[src/rtl/lwc_pkg.sv]
package lwc_pkg;

    typedef enum logic [1:0] {
        LWC_IDLE = 2'd0,
        LWC_RUN  = 2'd1,
        LWC_DONE = 2'd2
    } lwc_state_e;

    // number of lanes handled for a pair of width codes
    function automatic int lane_count(input int word_w, input int min_w,
                                      input int src_code, input int dst_code);
        int widest;
        widest = (src_code > dst_code) ? src_code : dst_code;
        return (word_w / min_w) >> widest;
    endfunction

endpackage

[src/rtl/lwc_lane_conv.sv]
module lwc_lane_conv #(
    parameter int WORD_W = 64,
    parameter int MIN_W  = 8,
    parameter int CODE_W = 2,
    parameter int IDX_W  = 3
) (
    input  logic [WORD_W-1:0] src_word,
    input  logic [IDX_W-1:0]  lane_idx,
    input  logic [CODE_W-1:0] src_code,
    input  logic [CODE_W-1:0] dst_code,
    input  logic              src_signed,
    input  logic              dst_signed,
    input  logic              sat_en,
    output logic [WORD_W-1:0] lane_out,
    output logic              clamped
);
    localparam int XW = WORD_W + 1;

    int              sw;
    int              dw;
    int              sh;
    logic            narrow;
    logic [XW-1:0]   smask;
    logic [WORD_W-1:0] dmask;
    logic [XW-1:0]   raw;
    logic [XW-1:0]   ext;
    logic [XW-1:0]   hi;
    logic [XW-1:0]   lo;

    always_comb begin
        sw     = MIN_W << src_code;
        dw     = MIN_W << dst_code;
        sh     = int'(lane_idx) * sw;
        narrow = (dst_code < src_code);
        smask  = (XW'(1) << sw) - XW'(1);
        dmask  = (dw >= WORD_W) ? '1 : ((WORD_W'(1) << dw) - WORD_W'(1));
        raw    = XW'(src_word >> sh) & smask;
        ext    = raw;
        if (src_signed && raw[sw-1]) begin
            ext = raw | ~smask;
        end
        if (dst_signed) begin
            hi = (XW'(1) << (dw - 1)) - XW'(1);
            lo = ~hi;
        end else begin
            hi = (XW'(1) << dw) - XW'(1);
            lo = '0;
        end
        clamped  = 1'b0;
        lane_out = narrow ? (raw[WORD_W-1:0] & dmask) : (ext[WORD_W-1:0] & dmask);
        if (narrow && sat_en) begin
            if ($signed(ext) > $signed(hi)) begin
                lane_out = hi[WORD_W-1:0] & dmask;
                clamped  = 1'b1;
            end else if ($signed(ext) < $signed(lo)) begin
                lane_out = lo[WORD_W-1:0] & dmask;
                clamped  = 1'b1;
            end
        end
    end

endmodule

[src/rtl/lwc_sticky.sv]
module lwc_sticky (
    input  logic clk,
    input  logic rst_n,
    input  logic set_i,
    input  logic clr_i,
    output logic flag_o
);
    always_ff @(posedge clk or negedge rst_n) begin
        if (!rst_n) begin
            flag_o <= 1'b0;
        end else if (set_i) begin
            flag_o <= 1'b1;
        end else if (clr_i) begin
            flag_o <= 1'b0;
        end
    end

    assert_flag_holds_R8: assert property (@(posedge clk) disable iff (!rst_n)
        flag_o && !clr_i |=> flag_o);

    assert_flag_clears_R8: assert property (@(posedge clk) disable iff (!rst_n)
        clr_i && !set_i |=> !flag_o);

endmodule

[src/rtl/lwc_mode_reg.sv]
module lwc_mode_reg (
    input  logic clk,
    input  logic rst_n,
    input  logic we,
    input  logic din,
    output logic mode_o
);
    always_ff @(posedge clk or negedge rst_n) begin
        if (!rst_n) begin
            mode_o <= 1'b0;
        end else if (we) begin
            mode_o <= din;
        end
    end

    assert_mode_stable_R9: assert property (@(posedge clk) disable iff (!rst_n)
        !we |=> $stable(mode_o));

endmodule

[src/rtl/lane_width_conv.sv]
module lane_width_conv
    import lwc_pkg::*;
#(
    parameter int WORD_W = 64,
    parameter int MIN_W  = 8,
    localparam int NLANE_MAX = WORD_W / MIN_W,
    localparam int IDX_W  = $clog2(NLANE_MAX),
    localparam int CODE_W = $clog2($clog2(NLANE_MAX) + 1)
) (
    input  logic              clk,
    input  logic              rst_n,
    input  logic              cfg_we,
    input  logic              cfg_sat,
    input  logic              flag_clr,
    input  logic              in_valid,
    output logic              in_ready,
    input  logic [WORD_W-1:0] in_word,
    input  logic [CODE_W-1:0] in_src_w,
    input  logic [CODE_W-1:0] in_dst_w,
    input  logic              in_src_signed,
    input  logic              in_dst_signed,
    output logic              out_valid,
    output logic [WORD_W-1:0] out_word,
    output logic              sat_flag
);
    lwc_state_e        state;
    lwc_state_e        state_nx;

    logic [WORD_W-1:0] op_word;
    logic [CODE_W-1:0] op_src;
    logic [CODE_W-1:0] op_dst;
    logic              op_ss;
    logic              op_ds;
    logic              op_sat;
    logic [IDX_W-1:0]  idx;
    logic [IDX_W-1:0]  last_idx;
    logic [WORD_W-1:0] acc;

    logic              sat_mode;
    logic              accept;
    logic              lane_step;
    logic [WORD_W-1:0] lane_out;
    logic              lane_clamped;
    logic [WORD_W-1:0] placed;
    logic [WORD_W-1:0] used_mask;
    int                used_bits;

    lwc_mode_reg u_mode (
        .clk    (clk),
        .rst_n  (rst_n),
        .we     (cfg_we),
        .din    (cfg_sat),
        .mode_o (sat_mode)
    );

    lwc_lane_conv #(
        .WORD_W (WORD_W),
        .MIN_W  (MIN_W),
        .CODE_W (CODE_W),
        .IDX_W  (IDX_W)
    ) u_lane (
        .src_word   (op_word),
        .lane_idx   (idx),
        .src_code   (op_src),
        .dst_code   (op_dst),
        .src_signed (op_ss),
        .dst_signed (op_ds),
        .sat_en     (op_sat),
        .lane_out   (lane_out),
        .clamped    (lane_clamped)
    );

    lwc_sticky u_flag (
        .clk    (clk),
        .rst_n  (rst_n),
        .set_i  (lane_step && lane_clamped),
        .clr_i  (flag_clr),
        .flag_o (sat_flag)
    );

    // state register
    always_ff @(posedge clk or negedge rst_n) begin
        if (!rst_n) begin
            state <= LWC_IDLE;
        end else begin
            state <= state_nx;
        end
    end

    // transitions
    always_comb begin
        state_nx = state;
        unique case (state)
            LWC_IDLE: if (in_valid)        state_nx = LWC_RUN;
            LWC_RUN:  if (idx == last_idx) state_nx = LWC_DONE;
            LWC_DONE:                      state_nx = LWC_IDLE;
            default:                       state_nx = LWC_IDLE;
        endcase
    end

    // state outputs
    always_comb begin
        in_ready  = 1'b0;
        out_valid = 1'b0;
        lane_step = 1'b0;
        unique case (state)
            LWC_IDLE: in_ready  = 1'b1;
            LWC_RUN:  lane_step = 1'b1;
            LWC_DONE: out_valid = 1'b1;
            default:  in_ready  = 1'b0;
        endcase
    end

    assign accept   = in_ready && in_valid;
    assign out_word = acc;

    always_comb begin
        placed = lane_out << (int'(idx) * (MIN_W << op_dst));
    end

    // operation registers and packing
    always_ff @(posedge clk or negedge rst_n) begin
        if (!rst_n) begin
            op_word  <= '0;
            op_src   <= '0;
            op_dst   <= '0;
            op_ss    <= 1'b0;
            op_ds    <= 1'b0;
            op_sat   <= 1'b0;
            idx      <= '0;
            last_idx <= '0;
            acc      <= '0;
        end else if (accept) begin
            op_word  <= in_word;
            op_src   <= in_src_w;
            op_dst   <= in_dst_w;
            op_ss    <= in_src_signed;
            op_ds    <= in_dst_signed;
            op_sat   <= sat_mode;
            idx      <= '0;
            last_idx <= IDX_W'(lane_count(WORD_W, MIN_W, int'(in_src_w), int'(in_dst_w)) - 1);
            acc      <= '0;
        end else if (lane_step) begin
            acc <= acc | placed;
            idx <= idx + IDX_W'(1);
        end
    end

    // span occupied by narrowed lanes, for the packing check
    always_comb begin
        used_bits = lane_count(WORD_W, MIN_W, int'(op_src), int'(op_dst)) * (MIN_W << op_dst);
        used_mask = (used_bits >= WORD_W) ? '1 : ((WORD_W'(1) << used_bits) - WORD_W'(1));
    end

    assert_done_pulse_R1: assert property (@(posedge clk) disable iff (!rst_n)
        out_valid |=> !out_valid);

    assert_upper_zero_R7: assert property (@(posedge clk) disable iff (!rst_n)
        out_valid && (op_dst < op_src) |-> ((out_word & ~used_mask) == '0));

    assert_flag_rise_in_run_R8: assert property (@(posedge clk) disable iff (!rst_n)
        $rose(sat_flag) |-> $past(state == LWC_RUN));

    assert_widen_no_clamp_R6: assert property (@(posedge clk) disable iff (!rst_n)
        lane_step && (op_dst >= op_src) |-> !lane_clamped);

endmodule

[config.mk]
export PLATFORM = sky130hd
export DESIGN_NAME = lane_width_conv
export DESIGN_NICKNAME = d
export VERILOG_FILES = /design/src/rtl/lwc_pkg.sv /design/src/rtl/lwc_lane_conv.sv /design/src/rtl/lwc_sticky.sv /design/src/rtl/lwc_mode_reg.sv /design/src/rtl/lane_width_conv.sv
export SDC_FILE = /design/constraint.sdc
export NUM_CORES = 1
export LEC_CHECK = 0
export ABC_AREA = 1
export BUFFER_PORTS_ARGS = -buffer_cell sky130_fd_sc_hd__buf_2
export CELL_PAD_IN_SITES_DETAIL_PLACEMENT = 1
export CELL_PAD_IN_SITES_GLOBAL_PLACEMENT = 1
export CORE_MARGIN = 1.5
export CORE_UTILIZATION = 35
export DETAILED_ROUTE_END_ITERATION = 10
export GPL_TIMING_DRIVEN = 1
export PLACE_DENSITY = 0.81
export RECOVER_POWER = 50
export SYNTH_ARGS = -nofsm -noshare
export SYNTH_HDL_FRONTEND = slang
export SYNTH_SLANG_ARGS = --single-unit
[constraint.sdc]
create_clock -name clk -period 9 [get_ports clk]
set_input_delay 1.8 -clock clk [delete_from_list [all_inputs] [get_ports clk]]
set_output_delay 1.8 -clock clk [all_outputs]
set_load 0.005 [all_outputs]
==> key figures, run 1 <==
Clocking
  • TritonCTS clock tree: built
  • Skew-Pair Late Insertion Delay: between 400 and 500 ps
  • Post-CTS repair timing setup buffer count: 0
  • Total CTS buffers: 17
  • Worst-path clk slew: 70 ps
  • Root Driver: clkbuf_16
  • Clock buffer depth: 2
  • CTS H-tree lvls: 4
  • Clk sinks: between 100 and 150

Critical path
  • CP bufs+invs: 8
  • CP Launch Point: op_src[1]
  • R2r worst-path depth: 43
  • Worst setup path end: out_word[57]
  • Cell mode on critical path: nand2_1
  • CP startpoint kind: flip-flop
  • CP peak stage delay: about 500 ps
  • Crit Path Class: flip-flop to flip-flop
  • Critical path capture point type: flip-flop
  • Slowest CP cell: o21ai_0
  • R2r setup slk: between 600 and 700 ps
  • WP depth: 43
  • Worst-path fanout max: 38
  • RR Endpoint: out_word[57]
  • Top delay family on crit path: simple AND/OR/NAND/NOR gates
  • Worst Path Required: around 9400 ps
  • Reg-to-Reg Start: op_src[1]
  • Worst path arrival time: slightly below 9000 ps

Synth
  • Synth Flop Type: dfrtp_1
  • FFs w/ async S/R, synth: 1.00
  • Cells after synthesis: 2173
  • Register area share after synthesis: 0.260
  • Top-area cell type share of the netlist area: 0.260
  • Synth Cell Area: ~0.014 sq mm
  • Post-synth cell types: 56
  • Number of synthesized flops with an enable pin: 0
  • Synth area leaders: dfrtp_1 26%, nand2_1 21%, ha_1 13%
  • Synth warn: 0
  • Seq cells post-synth: between 100 and 150
  • Avg Inst Size Synth: 6.41 sq um
  • Synth area leader: dfrtp_1

Global route
  • Total GRT Usage: 0.289
  • GR Layer Usage met1: 0.381
  • Pin count of the biggest net entering global routing: 110
  • GR Util met3: 0.0535
  • GR Layer Usage met2: 0.467
  • Initial antenna violation count: 1
  • GRT overflow: 0
  • Layer with the highest usage: met2
  • Vias in the first global route: 16000
  • Global-route wire length before repair: about 91000 um

STA
  • RSZ-0062 raised after global routing: false
  • Final period util: 0.928
  • Slew Limit Fails: about 150
  • Worst slew pin tran: 4390 ps
  • Max_slew headroom: -1.93
  • Achievable Freq: about 120 MHz
  • Setup TNS: 0 ps
  • Layout Skew: between 10 and 15 ps
  • Fin crit period: about 8400 ps
  • Final hold violations: 0
  • Final setup fails: 0

Detailed routing
  • Vias: between 15000 and 20000
  • Via/cell ratio: between 5 and 6
  • Post-Route WL: 58500 um
  • Drt pass-1 iters: 6
  • WL/cell: between 20 and 25 um
  • Initial DRC count: about 1400
  • Remaining DRCs: 0
  • Post-DRT Antenna Nets: 0

Place
  • HPWL Detailed: roughly 45000 um
  • Placed Area: approximately 0.015 sq mm
  • Routability cong.: 1.04
  • Port Buf Inserts: around 140

Die
  • Site Rows: approximately 70
  • Top Ports: around 140
  • Die Y: 203 um
  • Die X: between 200 and 250 um
  • Die area: about 0.04 sq mm
  • Initial Utilization: 0.358
  • Core ar.: just under 0.04 sq mm

Finish
  • Most common cell after layout, fill and taps aside: nand2_1
  • Sequential cell area: roughly 0.0036 sq mm
  • Diode count: 0
  • Area Growth Syn to Fin: 11.8%
  • Fill cells: 5195
  • Fin area: 0.0156 sq mm
  • Multi-input logic area: just over 0.009 sq mm
  • Commonest non-fill, non-tap cells in the layout: 775 x nand2_1, 180 x inv_1, 174 x o21ai_0
  • Fin nets: roughly 2500
  • Layout cells sized above 1: 0.0876

Status
  • Run status: finished with violations
  • Violated checks: capacitance limit, slew limit

Job
  • Max Cap Viol: 2

Hold path
  • Hold WC Path Type: flip-flop to flip-flop
worst min-delay path, stage by stage (launching register included):
cell and delay (ps):
dfrtp_1 340, nand2_1 50, nand2_1 60
repair_timing:
item / 4_1_cts / 5_1_grt
gates resized for setup: 0 / 1
endpoints found under the setup margin: 0 / 6
hold buffers: 0 / 0
endpoints found under the hold margin: 0 / 0
per-layer routing:
metal / routed length (um) / vias to the layer above
li1: - / 7315
met1: 25800 / 7523
met2: 26800 / 493
met3: 3610 / 112
met4: 2220 / 2
met5: 13 / -
kinds of logic (layout without fill, tap and decap cells):
family	after synthesis	in the layout	share of synthesized area
compound gates	391	391	0.151
flops	145	145	0.260
fa+ha+maj	154	154	0.140
xor+xnor	2	2	0.00126
other cells	2	8	0.000539
simple gates	1169	1169	0.354
buf+inv	310	391	0.0921
registers in the layout (all words and copies together), names as in the netlist:
register and flops:
op_word 64, out_word 64, idx 3, last_idx 3, op_dst 2, op_src 2, state 2, op_ds 1
op_sat 1, op_ss 1, u_flag.flag_o 1, u_mode.mode_o 1
stage by stage:
stage	instances	setup slack [ps]	utilization	hold WS (ps)
6_report	2778	648	0.400	484
5_1_grt	2778	43.3	0.400	509
4_1_cts	2778	732	0.401	489
3_5_place_dp	2746	806	0.385	460
3_3_place_gp	2746	1040	0.385	457
2_1_floorplan	2179	2830	-	442
worst min-delay path by stage:
stage                 startpoint      endpoint  slack [ps]  cells past startpoint
floorplan             op_word[0]    op_word[0]         440                      2
global placement      op_word[1]    op_word[1]         460                      2
detailed placement    op_word[0]    op_word[0]         460                      2
CTS                  out_word[1]   out_word[1]         490                      2
global route        out_word[25]  out_word[25]         510                      2
finish              out_word[23]  out_word[23]         480                      2
area by class of cell:
class                   count  area share
inverters                 189      0.0459
multi-input cells        1724       0.582
well taps                 518      0.0416
repair buffers            170      0.0557
clock buffers              19      0.0284
clock inverters            13      0.0133
flip-flops and latches    145       0.233
cells in the mapped netlist (2+ instances only):
master,n
nand2_1,775
inv_1,180
o21ai_0,174
ha_1,150
nor2_1,146
dfrtp_1,145
a21oi_1,136
nand3_1,127
clkbuf_1,66
nand4_1,62
buf_2,23
nor3_1,22
buf_1,18
a31oi_1,16
o21ai_1,16
o211ai_1,14
buf_6,9
o22ai_1,8
nand3_2,6
a211oi_1,5
buf_4,5
nand2_4,5
clkinv_1,4
fa_1,4
nand2_2,4
nor4_1,4
or2_2,4
a32o_1,3
inv_2,3
o21bai_1,3
o31ai_1,3
o32ai_1,3
a22oi_1,2
conb_1,2
nand4_2,2
nor2_2,2
o21a_1,2
xor2_1,2
Power of run 1 is not shown: default switching activity piles up to over one toggle a cycle in this logic, so the estimate is an artifact.
==> run 2, diff against run 1 <==
==> constraint.sdc (replaced) <==
create_clock -name clk -period 9.19 [get_ports clk]
set_input_delay 1.838 -clock clk [delete_from_list [all_inputs] [get_ports clk]]
set_output_delay 1.838 -clock clk [all_outputs]
set_load 0.005 [all_outputs]
==> run 2 against run 1 <==
Effect of this change: the run still ends with capacitance limit, slew limit left; non-clock buffer count fell by 8; first-iteration DRC count rose by 8.2%; core utilization is 0.42 points lower; flip-flop and latch count is the same; critical path depth down 2; setup slack worse by 150 ps; register-to-register slack got worse by 150 ps; die area did not move; final cell count shrank 0.25%; critical path type unchanged; critical endpoint is now out_word[39]; largest cell class unchanged; highest routed layer is now met4.
==> key figures, run 2 (same netlist as run 1, synthesis figures left out) <==
Global route
  • Vias in the first global route: around 16000
  • GRT overflow: 0
  • Pin count of the biggest net entering global routing: 110
  • Global-route wire length before repair: between 80000 and 90000 um
  • Initial antenna violation count: 2
  • Total GRT Usage: 0.281

Die
  • Top Ports: roughly 140
  • Site Rows: a little over 70
  • Die area: approximately 0.04 sq mm
  • Die X: about 200 um
  • Core ar.: slightly below 0.04 sq mm
  • Initial Utilization: 0.358
  • Die Y: 203 um

Critical path
  • Worst-path fanout max: 26
  • Worst Path Required: 9520 ps
  • Worst path arrival time: between 9000 and 10000 ps
  • R2r setup slk: ~500 ps
  • Crit Path Class: flip-flop to flip-flop
  • R2r worst-path depth: a little over 40
  • CP peak stage delay: between 600 and 700 ps
  • RR Endpoint: out_word[39]
  • Critical path capture point type: flip-flop
  • Slowest CP cell: o21ai_0
  • Reg-to-Reg Start: op_src[1]
  • Cell mode on critical path: nand2_1
  • CP startpoint kind: flip-flop

Clocking
  • Worst-path clk slew: roughly 70 ps
  • Clk sinks: 145
  • CTS H-tree lvls: 4
  • Post-CTS repair timing setup buffer count: 0
  • Root Driver: clkbuf_16
  • TritonCTS clock tree: built
  • Clock buffer depth: 2
  • Skew-Pair Late Insertion Delay: ~470 ps
  • Hold_buf cts: 0
  • Total CTS buffers: 17
  • Post_cts resized: 0

STA
  • Layout Skew: about 13 ps
  • RSZ-0062 raised after global routing: false
  • Final period util: 0.946
  • Max_slew headroom: -1.74
  • Hold slack: 474 ps
  • Min setup slack post-route: ~500 ps
  • Final setup fails: 0
  • Worst slew pin tran: around 4000 ps
  • Final hold violations: 0
  • Slew Limit Fails: between 100 and 150
  • Fin crit period: 8690 ps
  • Achievable Freq: about 120 MHz
  • Setup TNS: 0 ps

Hold path
  • Hold WC Path Type: flip-flop to flip-flop
  • WHS Endpoint: op_word[5]
  • Hold wc startpoint: op_word[5]
  • Hold path cells: 2

Detailed routing
  • Drt pass-1 iters: 5
  • Remaining DRCs: 0
  • Initial DRC count: between 1000 and 1500
  • Post-DRT Antenna Nets: 0
  • Post-Route WL: roughly 57000 um
  • Vias: 15400
  • Via/cell ratio: ~5.6
  • WL/cell: between 20 and 25 um

Place
  • HPWL Detailed: 44500 um
  • Post-Place Worst Slack: between 500 and 600 ps
  • Routability cong.: approximately 1
  • Port Buf Inserts: about 140

Status
  • Violated checks: capacitance limit, slew limit
  • Run status: finished with violations

Finish
  • Commonest non-fill, non-tap cells in the layout: 773 x nand2_1, 180 x inv_1, 174 x o21ai_0
  • Most common cell after layout, fill and taps aside: nand2_1
  • Layout cells sized above 1: 0.0817
  • Area Growth Syn to Fin: 10.6%
  • Fin nets: approximately 2500

Job
  • Max Cap Viol: 2
## run 2: cell count changes in the layout (fill, tap and decap cells not counted), moves of 3 or more
cell       change
clkbuf_1       +7
clkinv_4       +3
clkinv_2       -3
buf_4          -8
bufinv_16      -5
inv_6          +4
buf_2          -9
## run 2: worst max-delay path, delay by kind of cell (launching register included)
kind | cells | cell delay, ps
AO/OA/AOI/OAI | 5 | 1780
adder cells (fa/ha/maj) | 3 | 1250
buffers and inverters | 8 | 1310
flip-flops | 1 | 490
AND/OR/NAND/NOR | 25 | 3700
## run 2: final cells by class
| type | instances | area, sq um |
|---|---|---|
| fillers | 5274 | 23500 |
| multi-input cells | 1724 | 9060 |
| flip-flops and latches | 145 | 3630 |
| repair buffers | 162 | 796 |
| inverters | 189 | 714 |
| well taps | 518 | 648 |
| clock buffers | 17 | 425 |
| clock inverters | 15 | 129 |
| diodes | 1 | 2.50 |
## run 2: how the worst max path moves through the flow
stage / start / to / slack, ps / depth (start not counted)
2_1_floorplan: op_src[1] / out_word[59] / 3020 / 39
3_3_place_gp: op_src[1] / out_word[39] / 690 / 37
3_5_place_dp: op_src[1] / out_word[51] / 570 / 31
4_1_cts: op_src[0] / out_word[51] / 550 / 33
5_1_grt: op_src[0] / out_word[39] / 40 / 49
6_report: op_src[1] / out_word[39] / 500 / 41
## run 2: through the flow
step	cell area, sq um	utilization	instances
2_1_floorplan	14000	-	2179
5_1_grt	15400	0.396	2770
6_report	15400	0.396	2771
3_5_place_dp	14900	0.383	2738
3_3_place_gp	14900	0.383	2738
4_1_cts	15500	0.397	2770
## run 2: layer usage
layer,up-vias,global-route usage,routed length (um)
li1,7311,-,-
met1,7428,0.377,24800
met2,583,0.441,25400
met3,127,0.0510,4130
met4,0,0.123,2470
met5,-,0,0
Power of run 2 is left out for the same reason.
==> run 3, diff against run 2 <==
--- a/config.mk
+++ b/config.mk
@@ -9,6 +9,7 @@
 export BUFFER_PORTS_ARGS = -buffer_cell sky130_fd_sc_hd__buf_2
 export CELL_PAD_IN_SITES_DETAIL_PLACEMENT = 1
 export CELL_PAD_IN_SITES_GLOBAL_PLACEMENT = 1
+export CORE_ASPECT_RATIO = 1.4
 export CORE_MARGIN = 1.5
 export CORE_UTILIZATION = 35
 export DETAILED_ROUTE_END_ITERATION = 10
==> run 3 against run 2 <==
Effect of this change: the flow still finishes with violations (capacitance limit, slew limit); setup slack better by 240 ps; count of clock-buffer cells in the layout unchanged; cell area up 0.76%; global-route usage up 1.2 points.
==> key figures, run 3 (same netlist as run 1, synthesis figures left out) <==
Die
  • Site Rows: 86
  • Core ar.: just under 0.04 sq mm
  • Top Ports: approximately 140
  • Die Y: about 240 um
  • Die area: about 0.041 sq mm
  • Initial Utilization: 0.355
  • Die X: ~170 um

Critical path
  • Crit Path Class: flip-flop to flip-flop
  • Worst-path fanout max: 26
  • Cell mode on critical path: nand2_1
  • Slowest CP cell: o21ai_0
  • Critical path capture point type: flip-flop
  • R2r worst-path depth: 39
  • CP peak stage delay: 700 ps
  • Reg-to-Reg Start: op_src[0]
  • CP startpoint kind: flip-flop
  • Worst path arrival time: between 8000 and 9000 ps
  • R2r setup slk: about 740 ps
  • RR Endpoint: out_word[32]
  • Worst Path Required: 9580 ps

Detailed routing
  • Drt pass-1 iters: 5
  • WL/cell: roughly 21 um
  • Via/cell ratio: 5.49
  • Vias: between 15000 and 20000
  • Initial DRC count: roughly 860
  • Post-Route WL: 58800 um
  • Remaining DRCs: 0
  • Post-DRT Antenna Nets: 0

Hold path
  • Hold wc startpoint: op_word[2]
  • Hold WC Path Type: flip-flop to flip-flop
  • Hold path cells: 2
  • WHS Endpoint: op_word[2]

Clocking
  • Worst-path clk slew: 80 ps
  • Skew-Pair Late Insertion Delay: roughly 470 ps
  • Post-CTS repair timing setup buffer count: 0
  • TritonCTS clock tree: built
  • CTS H-tree lvls: 4
  • Total CTS buffers: 17
  • Clk sinks: 145
  • Root Driver: clkbuf_16
  • Hold_buf cts: 0
  • Clock buffer depth: 2
  • Post_cts resized: 0

STA
  • Final setup fails: 0
  • Achievable Freq: between 100 and 150 MHz
  • RSZ-0062 raised after global routing: false
  • Worst slew pin tran: approximately 4700 ps
  • Setup TNS: 0 ps
  • Final period util: 0.920
  • Fin crit period: roughly 8500 ps
  • Final hold violations: 0
  • Max_slew headroom: -2.13
  • Layout Skew: 22.9 ps
  • Slew Limit Fails: about 190

Global route
  • Total GRT Usage: 0.293
  • Global-route wire length before repair: 90900 um
  • Initial antenna violation count: 0
  • Vias in the first global route: between 15000 and 20000
  • Pin count of the biggest net entering global routing: roughly 110
  • GRT overflow: 0

Place
  • Placed Cells: about 2800
  • HPWL Detailed: 46400 um
  • Port Buf Inserts: 142
  • Routability cong.: ~1.0
  • Placed Area: 0.0150 sq mm

Status
  • Violated checks: capacitance limit, slew limit
  • Run status: finished with violations

Finish
  • Diode count: 0
  • Commonest non-fill, non-tap cells in the layout: 775 x nand2_1, 180 x inv_1, 174 x o21ai_0
  • Layout Cells excl Fill: 2788
  • Area Growth Syn to Fin: 11.4%
  • Layout cells sized above 1: 0.0827
  • Most common cell after layout, fill and taps aside: nand2_1
  • Fin nets: about 2500
  • Fin area: roughly 0.016 sq mm
  • Fin util: 0.395

Job
  • Max Cap Viol: 3
run 3: how the worst max path moves through the flow:
stage          cells past startpoint       from  slack [ps]      endpoint
3_3_place_gp                      41  op_src[0]        1180  out_word[50]
2_1_floorplan                     39  op_src[1]        3020  out_word[59]
4_1_cts                           41  op_src[0]         860  out_word[53]
3_5_place_dp                      41  op_src[0]         920  out_word[53]
5_1_grt                           45  op_src[0]          60  out_word[62]
6_report                          39  op_src[0]         740  out_word[32]
run 3: worst max-delay path: cells and delay by family (launching register included):
kind | cells | cell delay, ps
simple gates | 17 | 2460
compound gates | 9 | 2340
fa+ha+maj | 4 | 1600
buf+inv | 9 | 1480
flops | 1 | 480
run 3: per-stage QoR:
step	hold slack (ps)	setup WS [ps]
after floorplan	442	3020
after global placement	459	1180
after detailed placement	466	918
after CTS	487	865
after global routing	498	57.3
final	482	738
run 3: layout make-up:
class / count / area (sq um)
Tap cell: 528 / 661
Clock inverter: 15 / 193
Timing Repair Buffer: 170 / 850
Sequential cell: 145 / 3630
Multi-Input combinational cell: 1724 / 9050
Fill cell: 5281 / 23800
Inverter: 189 / 713
Clock buffer: 17 / 425
run 3: per-layer routing:
layer	up-vias	wire length (um)	share of wire	track usage
met5	-	0	0	0
met4	0	4550	0.077	0.213
met3	168	2300	0.039	0.0349
met2	452	29300	0.50	0.514
met1	7393	22600	0.38	0.322
li1	7307	-	-	-
Power of run 3 is left out for the same reason.
